<file path="src/rtl/lsr_pkg.sv">
package lsr_pkg;
    // Sub-slot order within one LED bit; the sequence is behaviour.
    typedef enum logic [1:0] {
        PH_LEAD   = 2'd0,
        PH_DATA   = 2'd1,
        PH_TAIL_A = 2'd2,
        PH_TAIL_B = 2'd3
    } phase_e;

    localparam int unsigned NUM_PHASES = 4;
endpackage

</file>
<file path="src/rtl/lsr_timebase.sv">
module lsr_timebase
    import lsr_pkg::*;
#(
    parameter int unsigned LANES = 32
) (
    input  logic   clk,
    input  logic   rst_n,
    output logic   half_o,
    output logic   word_end_o,
    output logic   period_end_o,
    output phase_e next_phase_o
);
    localparam int unsigned BIT_W = (LANES > 1) ? $clog2(LANES) : 1;
    localparam logic [BIT_W-1:0] LAST_BIT = BIT_W'(LANES - 1);

    typedef struct packed {
        logic             half;
        logic [BIT_W-1:0] bitidx;
        phase_e           phase;
    } tb_state_t;

    tb_state_t st_d, st_q;
    logic      word_end;

    always_comb begin
        st_d     = st_q;
        word_end = st_q.half && (st_q.bitidx == LAST_BIT);
        st_d.half = ~st_q.half;
        if (st_q.half) begin
            if (word_end) begin
                st_d.bitidx = '0;
                st_d.phase  = phase_e'(st_q.phase + 2'd1);
            end else begin
                st_d.bitidx = st_q.bitidx + BIT_W'(1);
            end
        end
    end

    always_ff @(posedge clk) begin
        if (!rst_n) begin
            st_q.half   <= 1'b0;
            st_q.bitidx <= '0;
            st_q.phase  <= PH_TAIL_B;
        end else begin
            st_q <= st_d;
        end
    end

    assign half_o       = st_q.half;
    assign word_end_o   = word_end;
    assign period_end_o = word_end && (st_q.phase == PH_TAIL_B);
    assign next_phase_o = phase_e'(st_q.phase + 2'd1);
endmodule

</file>
<file path="src/rtl/lsr_word_fetch.sv">
module lsr_word_fetch #(
    parameter int unsigned LANES = 32
) (
    input  logic             clk,
    input  logic             rst_n,
    input  logic             period_end_i,
    input  logic             in_valid_i,
    input  logic [LANES-1:0] in_lead_i,
    input  logic [LANES-1:0] in_data_i,
    output logic [LANES-1:0] lead_now_o,
    output logic [LANES-1:0] data_hold_o,
    output logic             in_ready_o,
    output logic             data_req_o,
    output logic             underrun_o
);
    typedef struct packed {
        logic [LANES-1:0] data_hold;
        logic             underrun;
        logic             req;
    } wf_state_t;

    wf_state_t st_d, st_q;

    always_comb begin
        st_d     = st_q;
        st_d.req = period_end_i;
        if (period_end_i) begin
            if (in_valid_i) begin
                st_d.data_hold = in_data_i;
            end else begin
                st_d.data_hold = '0;
                st_d.underrun  = 1'b1;
            end
        end
    end

    always_ff @(posedge clk) begin
        if (!rst_n) begin
            st_q <= '0;
        end else begin
            st_q <= st_d;
        end
    end

    assign lead_now_o  = in_valid_i ? in_lead_i : '0;
    assign data_hold_o = st_q.data_hold;
    assign in_ready_o  = period_end_i;
    assign data_req_o  = st_q.req;
    assign underrun_o  = st_q.underrun;
endmodule

</file>
<file path="src/rtl/lsr_shift_out.sv">
module lsr_shift_out
    import lsr_pkg::*;
#(
    parameter int unsigned LANES = 32
) (
    input  logic             clk,
    input  logic             rst_n,
    input  logic             half_i,
    input  logic             word_end_i,
    input  phase_e           next_phase_i,
    input  logic [LANES-1:0] lead_now_i,
    input  logic [LANES-1:0] data_hold_i,
    output logic             ser_data_o,
    output logic             latch_o
);
    typedef struct packed {
        logic [LANES-1:0] shreg;
        logic             latch;
    } so_state_t;

    so_state_t        st_d, st_q;
    logic [LANES-1:0] next_word;

    always_comb begin
        unique case (next_phase_i)
            PH_LEAD: next_word = lead_now_i;
            PH_DATA: next_word = data_hold_i;
            default: next_word = '0;
        endcase
    end

    always_comb begin
        st_d       = st_q;
        st_d.latch = word_end_i;
        if (word_end_i) begin
            st_d.shreg = next_word;
        end else if (half_i) begin
            st_d.shreg = {st_q.shreg[LANES-2:0], 1'b0};
        end
    end

    always_ff @(posedge clk) begin
        if (!rst_n) begin
            st_q <= '0;
        end else begin
            st_q <= st_d;
        end
    end

    assign ser_data_o = st_q.shreg[LANES-1];
    assign latch_o    = st_q.latch;
endmodule

</file>
<file path="src/rtl/ledbit_serializer.sv">
module ledbit_serializer
    import lsr_pkg::*;
#(
    parameter int unsigned LANES = 32
) (
    input  logic             clk,
    input  logic             rst_n,
    input  logic [LANES-1:0] in_lead_word,
    input  logic [LANES-1:0] in_data_word,
    input  logic             in_valid,
    output logic             in_ready,
    output logic             data_req,
    output logic             underrun,
    output logic             ser_data,
    output logic             ser_clk,
    output logic             latch_clk
);
    logic             half;
    logic             word_end;
    logic             period_end;
    phase_e           next_phase;
    logic [LANES-1:0] lead_now;
    logic [LANES-1:0] data_hold;

    lsr_timebase #(.LANES(LANES)) u_timebase (
        .clk          (clk),
        .rst_n        (rst_n),
        .half_o       (half),
        .word_end_o   (word_end),
        .period_end_o (period_end),
        .next_phase_o (next_phase)
    );

    lsr_word_fetch #(.LANES(LANES)) u_fetch (
        .clk          (clk),
        .rst_n        (rst_n),
        .period_end_i (period_end),
        .in_valid_i   (in_valid),
        .in_lead_i    (in_lead_word),
        .in_data_i    (in_data_word),
        .lead_now_o   (lead_now),
        .data_hold_o  (data_hold),
        .in_ready_o   (in_ready),
        .data_req_o   (data_req),
        .underrun_o   (underrun)
    );

    lsr_shift_out #(.LANES(LANES)) u_shift (
        .clk          (clk),
        .rst_n        (rst_n),
        .half_i       (half),
        .word_end_i   (word_end),
        .next_phase_i (next_phase),
        .lead_now_i   (lead_now),
        .data_hold_i  (data_hold),
        .ser_data_o   (ser_data),
        .latch_o      (latch_clk)
    );

    assign ser_clk = half;
endmodule

</file>
<file path="config.mk">
export PLATFORM = sky130hd
export DESIGN_NAME = ledbit_serializer
export DESIGN_NICKNAME = d
export VERILOG_FILES = /design/src/rtl/lsr_pkg.sv /design/src/rtl/lsr_timebase.sv /design/src/rtl/lsr_word_fetch.sv /design/src/rtl/lsr_shift_out.sv /design/src/rtl/ledbit_serializer.sv
export SDC_FILE = /design/constraint.sdc
export NUM_CORES = 1
export LEC_CHECK = 0
export ABC_AREA = 1
export BUFFER_PORTS_ARGS = -buffer_cell sky130_fd_sc_hd__buf_2
export CAP_MARGIN = 10
export CORE_ASPECT_RATIO = 0.5
export CORE_MARGIN = 8
export CORE_UTILIZATION = 45
export CTS_CLUSTER_SIZE = 24
export DETAILED_ROUTE_END_ITERATION = 10
export GPL_ROUTABILITY_DRIVEN = 0
export PLACE_DENSITY = 0.71
export SYNTH_ARGS = -nofsm -noshare
export SYNTH_HDL_FRONTEND = slang
export SYNTH_SLANG_ARGS = --single-unit
export TNS_END_PERCENT = 100
</file>
<file path="constraint.sdc">
create_clock -name clk -period 2.5 [get_ports clk]
set_input_delay 0.125 -clock clk [delete_from_list [all_inputs] [get_ports clk]]
set_output_delay 0.125 -clock clk [all_outputs]
set_load 0.01 [all_outputs]
</file>
### Word-level counts from Yosys, hierarchy flattened

Cells that the tools add are included.

| word-level totals | value |
|---|---|
| register bits | 75 |
| latch bits | 0 |
| memory bits (writable) | 0 |
| memory bits (read-only) | 0 |
| input bits | 67 |
| output and inout port bits | 6 |
| memories | 0 |

| cells by class | value |
|---|---|
| add/sub/neg operators | 2 |
| multipliers | 0 |
| divide/modulo/power cells | 0 |
| magnitude comparators | 0 |
| eq/ne operators | 3 |
| shift operators | 0 |
| muxes and demuxes | 6 |
| bitwise logic cells | 2 |
| reductions and logical operators | 6 |

Operator list:

| kind | count |
|---|---|
| 32-bit two-way mux | 4 |
| 32-bit one-hot mux with 2 select lines | 1 |
| 5-bit by 1-bit adder with 5-bit output (second input constant) | 1 |
| 5-bit equality test (second input constant) | 1 |
| 5-bit two-way mux | 1 |
| 2-bit AND reduction | 2 |
| 2-bit by 1-bit adder with 2-bit output (second input constant) | 1 |
| 2-bit by 1-bit equality test with 1-bit output (second input constant) | 1 |
| 2-bit equality test (second input constant) | 1 |
| 1-bit logical AND | 2 |
| 2-bit zero test | 1 |
| 1-bit NOT | 2 |
| 2-bit nonzero test | 1 |

### Longest topological paths before layout

| depth | value |
|---|---|
| depth after elaboration | 4 |
| gate-level depth with buffers | 9 |
| mapped depth without buffers | 9 |

### Modules after synthesis

Synthesis repeated with hierarchy kept, for this count alone.

| unflattened totals | value |
|---|---|
| cells, all modules | 619 |
| area, all modules | 4,215.3 um^2 |

Modules (own cells, without submodules):

| module | instances | cells an instance | area an instance (um^2) | sequential area each (um^2) |
|---|---|---|---|---|
| lsr_shift_out | 1 | 354 | 2,144.6 | 660.6 |
| lsr_word_fetch | 1 | 218 | 1,677.9 | 680.7 |
| lsr_timebase | 1 | 47 | 392.9 | 160.2 |

### Least setup slack after synthesis

No wires, ideal clock.

| timing path | value |
|---|---|
| kind | reg-to-reg |
| from | register u_timebase.st_q[2] (netlist bit) |
| to | register u_shift.st_q[10] (netlist bit) |
| data arrival time | 1.421 ns |
| path slack | 0.959 ns |
| cell stages (with the launch flop) | 9 |
| cell sequence | dfxtp_1 -> ha_1 -> inv_1 -> nor3_1 -> ha_1 -> inv_1 -> buf_2 -> a21oi_1 -> a21oi_1 |

| on the way | value |
|---|---|
| word-level cells in the longest chain between the ends | 3 |

RTL lines:

| what | line | source |
|---|---|---|
| from (decl) | lsr_timebase.sv:22 | `tb_state_t st_d, st_q;` |
| from (signal assigned) | lsr_timebase.sv:45 | `st_q <= st_d;` |
| 5-bit equality test * | lsr_timebase.sv:27 | `word_end = st_q.half && (st_q.bitidx == LAST_BIT);` |
| 1-bit logical AND * | lsr_timebase.sv:27 |  |
| 32-bit two-way mux / 2-bit nonzero test (equally long branches) | - |  |
| to (signal assigned) | lsr_shift_out.sv:46 | `st_q <= st_d;` |
| to (decl) | lsr_shift_out.sv:21 | `so_state_t st_d, st_q;` |

Mark *: on every way between the ends. The rest lies on a longest branch, timed or not.
A chain may end at the register's enable or synchronous reset.

### Worst setup path after layout

| timing path | value |
|---|---|
| from | register u_timebase.st_q[2] (netlist bit) |
| to | output port in_ready |

| on the way | value |
|---|---|
| word-level cells in the longest chain between the ends | 3 |

RTL lines:

| what | line | source |
|---|---|---|
| 5-bit equality test | lsr_timebase.sv:27 |  |
| 1-bit logical AND | lsr_timebase.sv:27 |  |
| 1-bit logical AND | lsr_timebase.sv:51 | `assign period_end_o = word_end && (st_q.phase == PH_TAIL_B);` |
| to (decl) | ledbit_serializer.sv:11 | `output logic in_ready,` |

Every way passes these cells.

==> impl_results.md <==
* Root Driver: clkbuf_16
* Port bufs at 72
* Seq/Total Area, Yosys at 0.4161
* Final antenna-violating net count at 0
* Crit share post-route at 0.8392
* Final slew viol count at 0
* ANT cells at 0
* Congestion Overflow GR at 0
* Area of the multi-input gates at 1812 sq um
* Switching power at 0.6456 mW
* Clock transition at path regs at roughly 0.06 ns
* RSZ-0062 raised after global routing: false
* Max VDD drop at approximately 0.43 mV
* Internal at between 2 and 2.5 mW
* Synth warn at 0
* Synth top area cells: dfxtp_1 42%, nand2_1 16%, a21oi_1 9.0%
* Largest net degree at the start of global routing at 66
* Initial core utilization at 0.4576
* Fmax at ~480 MHz
* Crit path launch type: flop
* Max clock buf depth at 2
* Pre-CTS setup slack at 0.6312 ns
* Iteration-0 DRC Markers at between 200 and 250
* Clock power share at 0.440
* Hold Worst Slack at between 0.05 and 0.06 ns
* Util after Layout at 0.5351
* Gate power share at 0.094
* WL final at just under 9 mm
* Crit-path cells: ha_1 > inv_1 > nor3_1 > ha_1 > nand3_4 > inv_1 > buf_2
* CP Max Fanout at 18
* Postcts setup bufs at 0
* Crit path largest cell delay at 0.35 ns
* Die X at roughly 140 um
* First-pass GRT wire length at ~15 mm
* Post-route cell area at roughly 4200 sq um
* Layout fillers at about 800
* WL met3 at between 500 and 600 um
* Syn avg cell area at about 7.3 sq um
* Area leader, netlist: dfxtp_1
* Area Growth Syn to Fin at 16.92%
* Total clock sinks at 75
* Initial antenna violation count at 0
* TritonRoute pass-1 iters at 5
* H-tree level count at 3
* Crit Path Category: flop to output pin
* Post-Route M1 WL at around 4.2 mm
* Dpl cell area at a little under 4000 sq um
* Power per cell area at roughly 640 nW/um^2
* Crit end category: output pin
* CTS tree: yes
* Outcome: completed
* Setup ws final at 0.4019 ns
* Routed WL per cell at approximately 13 um
* Leak Pwr at between 1.5 and 2 nW
* Switching portion of total power at 0.2383
* Syn Std Cell Area at ~3600 sq um
* HPWL after DPL at roughly 6 mm
* Post-synth cell types at 20
* Most common cell after layout, fill and taps aside: nand2_1
* #FFs+latches synth at 75
* Die Ht at ~79 um
* Post-synth top area share at 0.4161
* Post-cts resize count at 0
* Worst endpoint data arrival time at about 2.0 ns
* Critical Path RT at ~2.4 ns
* Clock latency on the worst-skew pair at ~0.33 ns
* Total CTS buffers at 9
* Post-Syn Nets at about 570
* Final hold vios at 0
* Max Clock Skew at between 0.007 and 0.008 ns
* # rows at 23
* Vias in the first global route at roughly 3.2k
* Worst slew margin at 0.5683
* Max-Cap Viols at 0
* Minimum clock period at ~2.1 ns
* Met2 routed WL at approximately 4 mm
* Final setup vio count at 0
* Setup TNS at 0 ns
* Commonest non-fill, non-tap cells in the layout: 152 x nand2_1, 75 x dfxtp_1, 72 x buf_2, 65 x a21oi_1, 61 x nand3_1
* Sequential cell area at 1501 sq um
* Via count at around 3.3k
* Fraction of layout cells with a size suffix above 1 at 0.2347
* DR vias/cell at 5.015
* Core area at about 7900 sq um
* HP Class: input port to flop
* Worst path slowest cell: dfxtp_1
* Nets at between 600 and 700
* I/O pin count at 73
* Cts hold-fix bufs at 0
* GRT Overall Usage at 0.1620
* Worst-Margin Slew at between 0.6 and 0.7 ns
* Cells after Synth at ~500
* Top sig layer: met4
* Seq pwr share at 0.467
* Die ar. at 11310 sq um
* # DRC at 0
[Yosys cell counts]
| cell | instances |
|---|---|
| o21ai_0 | 34 |
| nand3_1 | 61 |
| buf_2 | 19 |
| nand2_1 | 152 |
| o21ai_2 | 29 |
| nor2_4 | 2 |
| dfxtp_1 | 75 |
| a21oi_1 | 65 |
| clkbuf_1 | 7 |
| buf_6 | 8 |
| clkbuf_2 | 1 |
| inv_1 | 14 |
| nor2_1 | 11 |
| inv_2 | 1 |
| nor3_1 | 4 |
| nand3_4 | 1 |
| buf_1 | 2 |
| nand2_4 | 2 |
| ha_1 | 5 |
| buf_4 | 2 |
[logic make-up after synthesis]
| kind of cell | count (synthesis) | share of synthesized area |
|---|---|---|
| and+or+nand+nor | 233 | 0.2770 |
| DFF | 75 | 0.4161 |
| adders and majority gates | 5 | 0.01734 |
| buffers and inverters | 54 | 0.08183 |
| AOI/OAI and AO/OA | 128 | 0.2077 |
[cell type report]
class                           count  share of cell area
Sequential cell                    75              0.3559
Clock inverter                      2            0.002372
Tap cell                          112             0.03321
Multi-Input combinational cell    366              0.4294
Clock buffer                       14             0.06257
Timing Repair Buffer               82              0.1032
Inverter                           15             0.01335
[power by group through the flow]
| stage | clock, mW | combinational, mW | sequential, mW |
|---|---|---|---|
| 3_3_place_gp | 0 | 0.253 | 1.29 |
| 4_1_cts | 1.22 | 0.255 | 1.26 |
| 2_1_floorplan | 0 | 0.171 | 1.28 |
| 5_1_grt | 1.28 | 0.288 | 1.27 |
| 3_5_place_dp | 0 | 0.253 | 1.29 |
| 6_report | 1.19 | 0.254 | 1.26 |
[layer usage]
metal	track usage	vias up
met3	0.06519	9
met2	0.2670	76
met5	0	-
met4	0.03680	0
met1	0.1957	1504
li1	-	1751
[flip-flops by register name, indices dropped and copies added, names as in the netlist]
signal               count
u_fetch.data_hold_o     32
u_shift.st_q            31
u_timebase.st_q          7
u_fetch.data_req_o       1
u_fetch.underrun_o       1
u_shift.latch_o          1
u_shift.ser_data_o       1
u_timebase.half_o        1
[worst max-delay path: cells and delay by family, from the launching register on]
kind	cells	cell delay (ns)
DFF	1	0.35
and+or+nand+nor	2	0.39
buffers and inverters	3	0.43
adders and majority gates	2	0.47
[per-stage QoR]
step           instances  power (mW)
2_1_floorplan        495       1.453
5_1_grt              666       2.843
6_report             666       2.709
3_5_place_dp         650       1.543
4_1_cts              666       2.740
3_3_place_gp         650       1.542
[worst paths after layout]
path / start / endpoint / slack (ns) / cells after the start
setup reg to reg: u_timebase.st_q[2] / u_fetch.data_hold_o[9] / 0.61 / 8
hold / removal: in_data_word[26] / u_fetch.data_hold_o[26] / 0.06 / 3
hold reg to reg: u_fetch.underrun_o / u_fetch.underrun_o / 0.45 / 2
setup / recovery: u_timebase.st_q[2] / in_ready / 0.40 / 7
(Power assumes the default switching activity.)
